### src/rtl/ucode_pkg.sv
package ucode_pkg;

  typedef enum logic [1:0] {
    ASEL_H    = 2'd0,
    ASEL_ZERO = 2'd1,
    ASEL_ONE  = 2'd2,
    ASEL_MONE = 2'd3
  } asel_e;

  typedef enum logic [2:0] {
    OP_ADD   = 3'd0,
    OP_SUB   = 3'd1,
    OP_AND   = 3'd2,
    OP_OR    = 3'd3,
    OP_PASSB = 3'd4,
    OP_PASSA = 3'd5,
    OP_ADD1  = 3'd6,
    OP_NOTB  = 3'd7
  } aluop_e;

  typedef enum logic [1:0] {
    SH_NONE = 2'd0,
    SH_SLL8 = 2'd1,
    SH_SRA1 = 2'd2,
    SH_RSVD = 2'd3
  } shift_e;

  typedef struct packed {
    shift_e shift;
    asel_e  asel;
    aluop_e op;
    logic   spare;
  } aluctl_t;

  // B-bus source codes
  localparam int B_MDR  = 0;
  localparam int B_PC   = 1;
  localparam int B_MBRS = 2;
  localparam int B_MBRU = 3;
  localparam int B_SP   = 4;
  localparam int B_LV   = 5;
  localparam int B_CPP  = 6;
  localparam int B_TOS  = 7;
  localparam int B_OPC  = 8;
  localparam int NUM_BSRC = 9;

  // C-bus destination indices (bit order of the write mask)
  localparam int C_MAR = 0;
  localparam int C_MDR = 1;
  localparam int C_PC  = 2;
  localparam int C_SP  = 3;
  localparam int C_LV  = 4;
  localparam int C_CPP = 5;
  localparam int C_TOS = 6;
  localparam int C_OPC = 7;
  localparam int C_H   = 8;
  localparam int NUM_CDST = 9;

  localparam int BSEL_W = 4;
  localparam int MEM_W  = 3;
  localparam int ALU_W  = 8;
  localparam int JMP_W  = 3;

endpackage

### src/rtl/ucode_alu.sv
module ucode_alu
  import ucode_pkg::*;
#(
  parameter int DW       = 32,
  parameter int SHIFT_BY = 8
) (
  input  aluctl_t       ctl,
  input  logic [DW-1:0] h_in,
  input  logic [DW-1:0] b_in,
  output logic [DW-1:0] y
);

  logic [DW-1:0] a_op;
  logic [DW-1:0] res;
  logic          unused_spare;

  assign unused_spare = ctl.spare;

  // A side: H or one of three constants
  always_comb begin
    unique case (ctl.asel)
      ASEL_H:    a_op = h_in;
      ASEL_ZERO: a_op = '0;
      ASEL_ONE:  a_op = DW'(1);
      default:   a_op = '1;
    endcase
  end

  always_comb begin
    unique case (ctl.op)
      OP_ADD:   res = a_op + b_in;
      OP_SUB:   res = b_in - a_op;
      OP_AND:   res = a_op & b_in;
      OP_OR:    res = a_op | b_in;
      OP_PASSB: res = b_in;
      OP_PASSA: res = a_op;
      OP_ADD1:  res = a_op + b_in + DW'(1);
      default:  res = ~b_in;
    endcase
  end

  always_comb begin
    unique case (ctl.shift)
      SH_SLL8: y = res << SHIFT_BY;
      SH_SRA1: y = $signed(res) >>> 1;
      default: y = res;
    endcase
  end

endmodule

### src/rtl/ucode_bsel.sv
module ucode_bsel
  import ucode_pkg::*;
#(
  parameter int DW    = 32,
  parameter int MBR_W = 8
) (
  input  logic                         clk,
  input  logic                         rst,
  input  logic [BSEL_W-1:0]            code,
  input  logic [NUM_CDST-1:0][DW-1:0]  regs,
  input  logic [MBR_W-1:0]             mbr,
  output logic [DW-1:0]                bbus
);

  logic [NUM_BSRC-1:0][DW-1:0] src;
  logic [NUM_BSRC-1:0]         sel;
  logic [NUM_BSRC-1:0][DW-1:0] gated;

  assign src[B_MDR]  = regs[C_MDR];
  assign src[B_PC]   = regs[C_PC];
  assign src[B_MBRS] = {{(DW-MBR_W){mbr[MBR_W-1]}}, mbr};
  assign src[B_MBRU] = {{(DW-MBR_W){1'b0}}, mbr};
  assign src[B_SP]   = regs[C_SP];
  assign src[B_LV]   = regs[C_LV];
  assign src[B_CPP]  = regs[C_CPP];
  assign src[B_TOS]  = regs[C_TOS];
  assign src[B_OPC]  = regs[C_OPC];

  // One decoded gate per source; the bus is the OR of gated sources
  for (genvar i = 0; i < NUM_BSRC; i++) begin : g_gate
    assign sel[i]   = (code == BSEL_W'(i));
    assign gated[i] = src[i] & {DW{sel[i]}};
  end

  always_comb begin
    bbus = '0;
    for (int i = 0; i < NUM_BSRC; i++) bbus = bbus | gated[i];
  end

  // never more than one driver on the B bus
  assert_single_driver_R3: assert property (@(posedge clk) disable iff (rst)
    $onehot0(sel));

  // unassigned codes leave the bus at zero
  assert_spare_code_zero_R3: assert property (@(posedge clk) disable iff (rst)
    (code >= BSEL_W'(NUM_BSRC)) |-> (bbus == '0));

endmodule

### src/rtl/ucode_regfile.sv
module ucode_regfile
  import ucode_pkg::*;
#(
  parameter int DW    = 32,
  parameter int MBR_W = 8
) (
  input  logic                         clk,
  input  logic                         rst,
  input  logic [NUM_CDST-1:0]          we,
  input  logic [DW-1:0]                cdata,
  input  logic                         rd_pend,
  input  logic [DW-1:0]                rd_data,
  input  logic                         fe_pend,
  input  logic [MBR_W-1:0]             fe_byte,
  output logic [NUM_CDST-1:0][DW-1:0]  q,
  output logic [MBR_W-1:0]             mbr
);

  for (genvar i = 0; i < NUM_CDST; i++) begin : g_reg
    if (i == C_MDR) begin : g_mem_loaded
      always_ff @(posedge clk) begin
        if (rst)          q[i] <= '0;
        else if (rd_pend) q[i] <= rd_data;
        else if (we[i])   q[i] <= cdata;
      end
    end else begin : g_plain
      always_ff @(posedge clk) begin
        if (rst)        q[i] <= '0;
        else if (we[i]) q[i] <= cdata;
      end

      // a register left out of the mask holds its value
      assert_hold_unmasked_R8: assert property (@(posedge clk) disable iff (rst)
        !we[i] |=> $stable(q[i]));
    end
  end

  always_ff @(posedge clk) begin
    if (rst)          mbr <= '0;
    else if (fe_pend) mbr <= fe_byte;
  end

  // a returning read word beats the C bus into MDR
  assert_read_wins_mdr_R9: assert property (@(posedge clk) disable iff (rst)
    rd_pend |=> (q[C_MDR] == $past(rd_data)));

endmodule

### src/rtl/ucode_datapath.sv
module ucode_datapath
  import ucode_pkg::*;
#(
  parameter int DW    = 32,
  parameter int NA_W  = 9,
  parameter int MBR_W = 8
) (
  input  logic                                          clk,
  input  logic                                          rst,
  input  logic [NA_W+JMP_W+ALU_W+NUM_CDST+MEM_W+BSEL_W-1:0] uinstr,
  input  logic [DW-1:0]                                 rd_data,
  input  logic [MBR_W-1:0]                              fetch_byte,
  output logic [NA_W-1:0]                               next_addr,
  output logic [DW-1:0]                                 cbus_q,
  output logic                                          rd_req,
  output logic [DW-1:0]                                 rd_addr,
  output logic                                          fetch_req,
  output logic [DW-1:0]                                 fetch_addr
);

  localparam int BSEL_LO = 0;
  localparam int MEM_LO  = BSEL_LO + BSEL_W;
  localparam int CM_LO   = MEM_LO + MEM_W;
  localparam int ALU_LO  = CM_LO + NUM_CDST;
  localparam int JMP_LO  = ALU_LO + ALU_W;
  localparam int NA_LO   = JMP_LO + JMP_W;

  logic [BSEL_W-1:0]           f_bsel;
  logic                        f_wr, f_rd, f_fe;
  logic [NUM_CDST-1:0]         f_cmask;
  aluctl_t                     f_alu;
  logic [JMP_W-1:0]            f_jmp;
  logic [NA_W-1:0]             f_next;
  logic                        unused_fields;

  assign f_bsel  = uinstr[BSEL_LO +: BSEL_W];
  assign f_fe    = uinstr[MEM_LO];
  assign f_rd    = uinstr[MEM_LO + 1];
  assign f_wr    = uinstr[MEM_LO + 2];
  assign f_cmask = uinstr[CM_LO +: NUM_CDST];
  assign f_alu   = aluctl_t'(uinstr[ALU_LO +: ALU_W]);
  assign f_jmp   = uinstr[JMP_LO +: JMP_W];
  assign f_next  = uinstr[NA_LO +: NA_W];

  // Jump control and memory write are carried but not acted on
  assign unused_fields = ^{f_jmp, f_wr};

  logic [NUM_CDST-1:0][DW-1:0] regs;
  logic [MBR_W-1:0]            mbr;
  logic [DW-1:0]               bbus;
  logic [DW-1:0]               cbus;

  ucode_bsel #(.DW(DW), .MBR_W(MBR_W)) u_bsel (
    .clk  (clk),
    .rst  (rst),
    .code (f_bsel),
    .regs (regs),
    .mbr  (mbr),
    .bbus (bbus)
  );

  ucode_alu #(.DW(DW), .SHIFT_BY(MBR_W)) u_alu (
    .ctl  (f_alu),
    .h_in (regs[C_H]),
    .b_in (bbus),
    .y    (cbus)
  );

  ucode_regfile #(.DW(DW), .MBR_W(MBR_W)) u_regs (
    .clk     (clk),
    .rst     (rst),
    .we      (f_cmask),
    .cdata   (cbus),
    .rd_pend (rd_req),
    .rd_data (rd_data),
    .fe_pend (fetch_req),
    .fe_byte (fetch_byte),
    .q       (regs),
    .mbr     (mbr)
  );

  // Registered outputs; strobe addresses use pre-write register values
  always_ff @(posedge clk) begin
    if (rst) begin
      next_addr  <= '0;
      cbus_q     <= '0;
      rd_req     <= 1'b0;
      rd_addr    <= '0;
      fetch_req  <= 1'b0;
      fetch_addr <= '0;
    end else begin
      next_addr  <= f_next;
      cbus_q     <= cbus;
      rd_req     <= f_rd;
      rd_addr    <= regs[C_MAR];
      fetch_req  <= f_fe;
      fetch_addr <= regs[C_PC];
    end
  end

  // next address follows the word of the previous cycle
  assert_next_follows_R2: assert property (@(posedge clk) disable iff (rst)
    !$past(rst) |-> (next_addr == $past(f_next)));

  // the read bit of a word shows as a strobe one cycle later
  assert_read_strobe_R9: assert property (@(posedge clk) disable iff (rst)
    f_rd |=> rd_req);

  // a word without read or fetch bits raises neither strobe
  assert_no_stray_strobe_R11: assert property (@(posedge clk) disable iff (rst)
    (!f_rd && !f_fe) |=> (!rd_req && !fetch_req));

endmodule

### config.mk
export PLATFORM = sky130hd
export DESIGN_NAME = ucode_datapath
export DESIGN_NICKNAME = d
export VERILOG_FILES = /design/src/rtl/ucode_pkg.sv /design/src/rtl/ucode_alu.sv /design/src/rtl/ucode_bsel.sv /design/src/rtl/ucode_regfile.sv /design/src/rtl/ucode_datapath.sv
export SDC_FILE = /design/constraint.sdc
export NUM_CORES = 1
export LEC_CHECK = 0
export ABC_CLOCK_PERIOD_IN_PS = 9800
export CELL_PAD_IN_SITES_DETAIL_PLACEMENT = 0
export CELL_PAD_IN_SITES_GLOBAL_PLACEMENT = 2
export CORE_ASPECT_RATIO = 0.5
export CORE_MARGIN = 5
export CORE_UTILIZATION = 36
export DETAILED_ROUTE_END_ITERATION = 10
export HOLD_SLACK_MARGIN = 0.06
export PLACE_DENSITY_LB_ADDON = 0.1
export SYNTH_ARGS = -nofsm -noshare
export SYNTH_HDL_FRONTEND = slang
export SYNTH_SLANG_ARGS = --single-unit
### constraint.sdc
create_clock -name clk -period 9.8 [get_ports clk]
set_input_delay 1.96 -clock clk [delete_from_list [all_inputs] [get_ports clk]]
set_output_delay 1.96 -clock clk [all_outputs]
set_load 0.02 [all_outputs]
Word-level counts from Yosys, hierarchy flattened
Index checks and enable logic that the tools add are counted.
Word-level totals
  word-level logic and storage cells: 66
  output and inout bits: 107
  register bits after elaboration: 403
Operators by class
  mux-type cells: 5
  reduce and logical (&&, ||, !) cells: 4
  add/sub/neg operators: 3
  equal/unequal tests: 18
  bitwise logic cells: 20
Operators by type and width (count)
  $and 32x32->32: 9
  $or 32x32->32: 9
  $pmux 32 s7: 1
  $pmux 32 s3: 1
  $mux 32: 2
  $pmux 32 s2: 1
  $add 32x1->32 const B: 1
  $add 32x32->32: 1
  $and 8x32->32: 1
  $not 32->32: 1
  $sub 32x32->32: 1
  $eq 4x3->1 const B: 4
  $eq 3x3->1 const B: 3
  $eq 4x2->1 const B: 2
  $eq 3x2->1 const B: 2
  $eq 2x1->1 const B: 2
  $eq 2x2->1 const B: 2
  $eq 4x1->1 const B: 1
  $eq 4x4->1 const B: 1
  $logic_not 4->1: 1
  $eq 3x1->1 const B: 1
  $logic_not 3->1: 1
  $logic_not 2->1: 1
  $reduce_bool 2->1: 1

Longest topological paths before layout
  depth after elaboration: 16
  mapped depth: 24

Hierarchy
From an unflattened synthesis, not the netlist that was laid out.
Unflattened totals
  cell total of the unflattened synthesis: 2879
  area, all modules: 24608.6 um2
By module, submodules not included
  ucode_regfile: cells each 1029, times used 1, seq. area each 5925.7 um2, area an instance 11224.5 um2
  ucode_alu: cells each 1230, times used 1, seq. area each 0.0 um2, area an instance 7912.6 um2
  ucode_datapath: cells each 225, times used 1, seq. area each 2142.1 um2, area an instance 2876.5 um2
  ucode_bsel: cells each 395, times used 1, seq. area each 0.0 um2, area an instance 2595.0 um2

Worst setup path after synthesis
OpenSTA, ideal clock, no wires.
  path type: input -> register
  start point: in uinstr[0]
  end point: reg u_regs.q[55] (netlist name)
  path slack: 2269 ps
  arrival: 7417 ps
  setup time: 114 ps
  cell stages on the path: 22
  cells stage by stage: buf_2 > buf_1 > buf_2 > buf_2 > mux2i_1 > nor2_1 > a221oi_1 > nand2_1 > a21oi_1 > inv_1 > fa_1 > a211oi_2 > o21ai_2 > a221oi_1 > xnor2_2 > nand4_2 > or2_1 > or4_1 > xnor2_1 > o211ai_2 > o21ai_0 > a2111oi_0
On the way
  cells in the longest elaborated chain, start to end: 16
  elaborated cells between the ends (all ways): 36
  classes of those cells: 3 x add/sub; 8 x eq/ne; 4 x mux; 20 x bitwise; 1 x reduce/logical
RTL lines
  start: declaration: line ucode_datapath.sv:10  | input logic [NA_W+JMP_W+ALU_W+NUM_CDST+MEM_W+BSEL_W-1:0] uinstr,
  $eq 4x1->1 / $logic_not 4->1 (equally long branches): line ucode_bsel.sv:31  | assign sel[i] = (code == BSEL_W'(i));
  $and 32x32->32: line ucode_bsel.sv:32  | assign gated[i] = src[i] & {DW{sel[i]}};
  $or 32x32->32 (7 in a row): line ucode_bsel.sv:37  | for (int i = 0; i < NUM_BSRC; i++) bbus = bbus | gated[i];
  $or 32x32->32 (*): line ucode_bsel.sv:37
  $add 32x32->32: line ucode_alu.sv:31, ucode_alu.sv:37
  $add 32x1->32: line ucode_alu.sv:37  | OP_ADD1: res = a_op + b_in + DW'(1);
  $pmux 32 s7 (*): line ucode_alu.sv:30  | unique case (ctl.op)
  $pmux 32 s2 (*): line ucode_alu.sv:43  | unique case (ctl.shift)
  $mux 32 (*): line ucode_regfile.sv:24  | else if (we[i]) q[i] <= cdata;
  $mux 32 (*): line ucode_regfile.sv:23  | else if (rd_pend) q[i] <= rd_data;
  end signal: indexed assignment: line ucode_regfile.sv:23
  end signal: indexed assignment: line ucode_regfile.sv:24
  end: declaration: line ucode_regfile.sv:15  | output logic [NUM_CDST-1:0][DW-1:0] q,
Mark *: on every way between the ends. The rest lies on a longest branch, timed or not. The select of a mux whose other input is x is not followed.
A chain may end at the register's enable or synchronous reset.

Final worst setup path
  start point: in uinstr[2]
  end point: reg u_regs.q[27] (netlist name)
On the way
  cells in the longest elaborated chain, start to end: 14
  elaborated cells between the ends (all ways): 34
  classes of those cells: 3 x add/sub; 8 x eq/ne; 2 x mux; 20 x bitwise; 1 x reduce/logical
RTL lines
  $eq 4x1->1 / $logic_not 4->1 (equally long branches): line ucode_bsel.sv:31
  $and 32x32->32: line ucode_bsel.sv:32
  $or 32x32->32 (7 in a row): line ucode_bsel.sv:37
  $or 32x32->32 (*): line ucode_bsel.sv:37
  $add 32x32->32: line ucode_alu.sv:31, ucode_alu.sv:37
  $add 32x1->32: line ucode_alu.sv:37
  $pmux 32 s7 (*): line ucode_alu.sv:30
  $pmux 32 s2 (*): line ucode_alu.sv:43
  end signal: indexed assignment: line ucode_regfile.sv:29  | else if (we[i]) q[i] <= cdata;
Mark *: on every way between the ends. The rest lies on a longest branch, timed or not.

==> impl_metrics.tcl <==
set metrics [dict create \
    crit_path_top_delay_cell "clkdlybuf4s50_1" \
    post_drt_wl_per_cell_microns 25.2 \
    cp-end-kind "flop" \
    cts_resized 0 \
    cpLargestDelayFamily "compound AO/OA/AOI/OAI gates" \
    status "finished, final reports clean" \
    clk_path_buf_depth 3 \
    first_global_vias 21285 \
    drive_above_1_share_pct 9.82 \
    cts_max_level 2 \
    first_pass_iters 6 \
    cts_tree "built" \
    n_antenna_cell 0 \
    syn_inst 2890 \
    ant_nets 0 \
    synth_fp_nets 3070 \
    grtUsageTotal_pct 26.2 \
    clk_pin_slew_ns 0.06 \
    hold_buffers 0 \
    die_area_sq_um 71700 \
    floorplan.initialDensity_pct 36.5 \
    grt_max_degree 184 \
    wirelength_microns 99000 \
    dpl.hpwl_microns 72000 \
    power-per-cell-area_nw_per_um2 177 \
    vias_per_cell 5.89 \
    peakVddDrop_v 0.000110 \
    power.static_leakage_nw 10.8 \
    max_stage_delay_ns 0.69 \
    die_x_microns 374 \
    crit_type "input pin to flop" \
    crit_path_end "u_regs.q[27]" \
    postCtsSetupBuffers 0 \
    arrival_ns 9.23 \
    fin_crit_ns 8.83 \
    p_int_mw 3.23 \
    coreArea_sq_um 65200 \
    portBuffers 179 \
    worstPathRequired_ns 10.20 \
    pwr-share-seq_pct 37.5 \
    cts_sinks 403 \
    clk_latency_ns 0.56 \
    synth.top_cell.area_share_pct 33.9 \
    clock_skew_ns 0.0165 \
    vias 23138 \
    critPathLaunchType "input pin" \
    setup_viol 0 \
    maxSlewViolCount 0 \
    yosysWarnings 0 \
    setup_slack_ns 0.965 \
    synthTopCellsByArea "dfxtp_1 34%, ha_1 5.3%, nor2_1 4.5%" \
    rows 66 \
    root_buffer "clkbuf_16" \
    r2r-end "u_regs.q[27]" \
    maxCapViolCount 0 \
    synth_seq_area_share_pct 33.9 \
    area_delta_synth_final_pct 18.4 \
    drt_iter0_markers 2588 \
    ys_types 106 \
    slew_headroom_pct 22.5 \
    rr_worst_depth 19 \
    antenna_found_initial 1 \
    placed_area_sq_um 26800 \
    rrSetupSlack_ns 3.05 \
    max_freq_mhz 113 \
    netSwitchingPower_mw 1.76 \
    worstHoldPathType "flop to flop" \
    worst_pin_slew_ns 1.16 \
    synth_area_leader_cell "dfxtp_1" \
    synth_edf_count 0 \
    syn_area_sq_um 23800 \
    share_comb_of_total_power_pct 31.0 \
    place_ws_ns 0.575 \
    ys_seq_elements 403 \
    cts-buffers-inserted 42 \
    crit_cells 22 \
    final_cell_mix "403 x dfxtp_1, 285 x nor2_1, 189 x a21oi_1" \
    avgSynthCellArea_sq_um 8.24 \
    crit_start "uinstr[2]" \
    die_y_microns 192 \
    worstPathMaxFanout 9 \
    final_nets 3194 \
    power_mw 4.98 \
    gp_congestion 0.925 \
    drt_drc_violations_left 0 \
    switching_share_pct 35.3 \
    rsz0062_at_grt "false" \
    ys_async_sr_fraction_pct 0 \
    reg2reg_from "u_regs.mbr[7]" \
    final_common_cell "dfxtp_1" \
    grt_pass1_wl_microns 144000 \
    finalHoldViolations 0 \
    fin_crit_sh_pct 90.2 \
    design_area_sq_um 28200 \
    crit_top_cell "buf_4" \
    fin_tns_setup_ns 0 \
    pin_count 185 \
    path_cells "clkdlybuf4s50_1 > buf_4 > nor4b_2 > a222oi_1 > nand2_1 > a21oi_1 > inv_1 > ha_1 > fa_1 > a211o_1 > and3_1 > nor4_2 > nand4_2 > nor4_1 > nand3_1 > o31a_1 > o21ai_1 > a211oi_1 > buf_4 > o311ai_0 > buf_4 > a21oi_1" \
    cp_num_buf_inv 5 \
    synthFlopType "dfxtp_1" \
    grt-ovfl-total 0 \
    pwr-share-clk_pct 31.5 \
]
-- worst register-to-register path: cells and delay by family (launching register included) --
family	cells	cell delay [ns]
and+or+nand+nor	7	2.17
AOI/OAI and AO/OA	8	2.77
adders and majority gates	1	0.61
DFF	1	0.39
buffers and inverters	3	0.67
-- state kept, by name, summed over array words and instances (netlist names) --
register / count
fetch_req: 1
fetch_addr: 32
next_addr: 9
u_regs.q: 288
rd_addr: 32
rd_req: 1
cbus_q: 32
u_regs.mbr: 8
-- metal layers --
metal / track usage (%) / vias up / part of all wire [%]
met1: 40.0 / 11238 / 49
li1: - / 10856 / -
met3: 6.30 / 85 / 9.3
met5: 1.35 / - / 0.13
met2: 37.5 / 957 / 40
met4: 4.00 / 2 / 1.2
-- Yosys cell counts (87+ instances only) --
library cell and number:
dfxtp_1 403, a211oi_1 107, mux2i_1 87, ha_1 100, inv_1 113, clkbuf_1 184
a21oi_1 189, o22ai_1 120, o21ai_0 92, nor2b_1 95, nand2_1 151, nand2b_1 143
nor2_1 285
-- kinds of logic after synthesis --
family	Yosys count	synth area share (%)
xor+xnor	48	1.83
simple gates	937	20.4
buf+inv	346	5.65
compound gates	941	27.8
fa+ha+maj	102	5.42
mux	113	4.93
flops	403	33.9
-- metrics by stage --
| step | instances | util (%) | hold WS, ns |
|---|---|---|---|
| after global placement | 3854 | 41.1 | 0.449 |
| after global routing | 3928 | 43.2 | 0.470 |
| after detailed placement | 3854 | 41.1 | 0.449 |
| after floorplan | 2890 | - | 0.437 |
| after CTS | 3928 | 43.2 | 0.458 |
| final | 3928 | 43.2 | 0.460 |
-- power by group through the flow --
stage / Clock, mW / Combinational (mW) / Sequential (mW)
finish: 1.57 / 1.55 / 1.87
global route: 1.67 / 1.65 / 1.88
CTS: 1.61 / 1.51 / 1.86
detailed placement: 0 / 1.51 / 1.90
global placement: 0 / 1.50 / 1.90
floorplan: 0 / 0.906 / 1.91
-- cell type report --
cell class                 instances  area [sq um]
fill                            6641         37100
multi-input combinational       2141         14500
sequential                       403          8070
timing repair buffer             309          2760
clock buffer                      59          1220
tap                              884          1110
inverter                         117           439
clock inverter                    15           129
-- worst min path at each step --
| stage | start | to | slack, ns | cells past startpoint |
|---|---|---|---|---|
| CTS | u_regs.q[20] | rd_addr[20] | 0.46 | 1 |
| finish | u_regs.q[20] | rd_addr[20] | 0.46 | 1 |
| global route | u_regs.q[31] | rd_addr[31] | 0.47 | 1 |
| detailed placement | u_regs.q[31] | rd_addr[31] | 0.45 | 1 |
| global placement | u_regs.q[30] | rd_addr[30] | 0.45 | 1 |
| floorplan | u_regs.q[10] | rd_addr[10] | 0.44 | 1 |
Power figures use the tool's default switching activity.
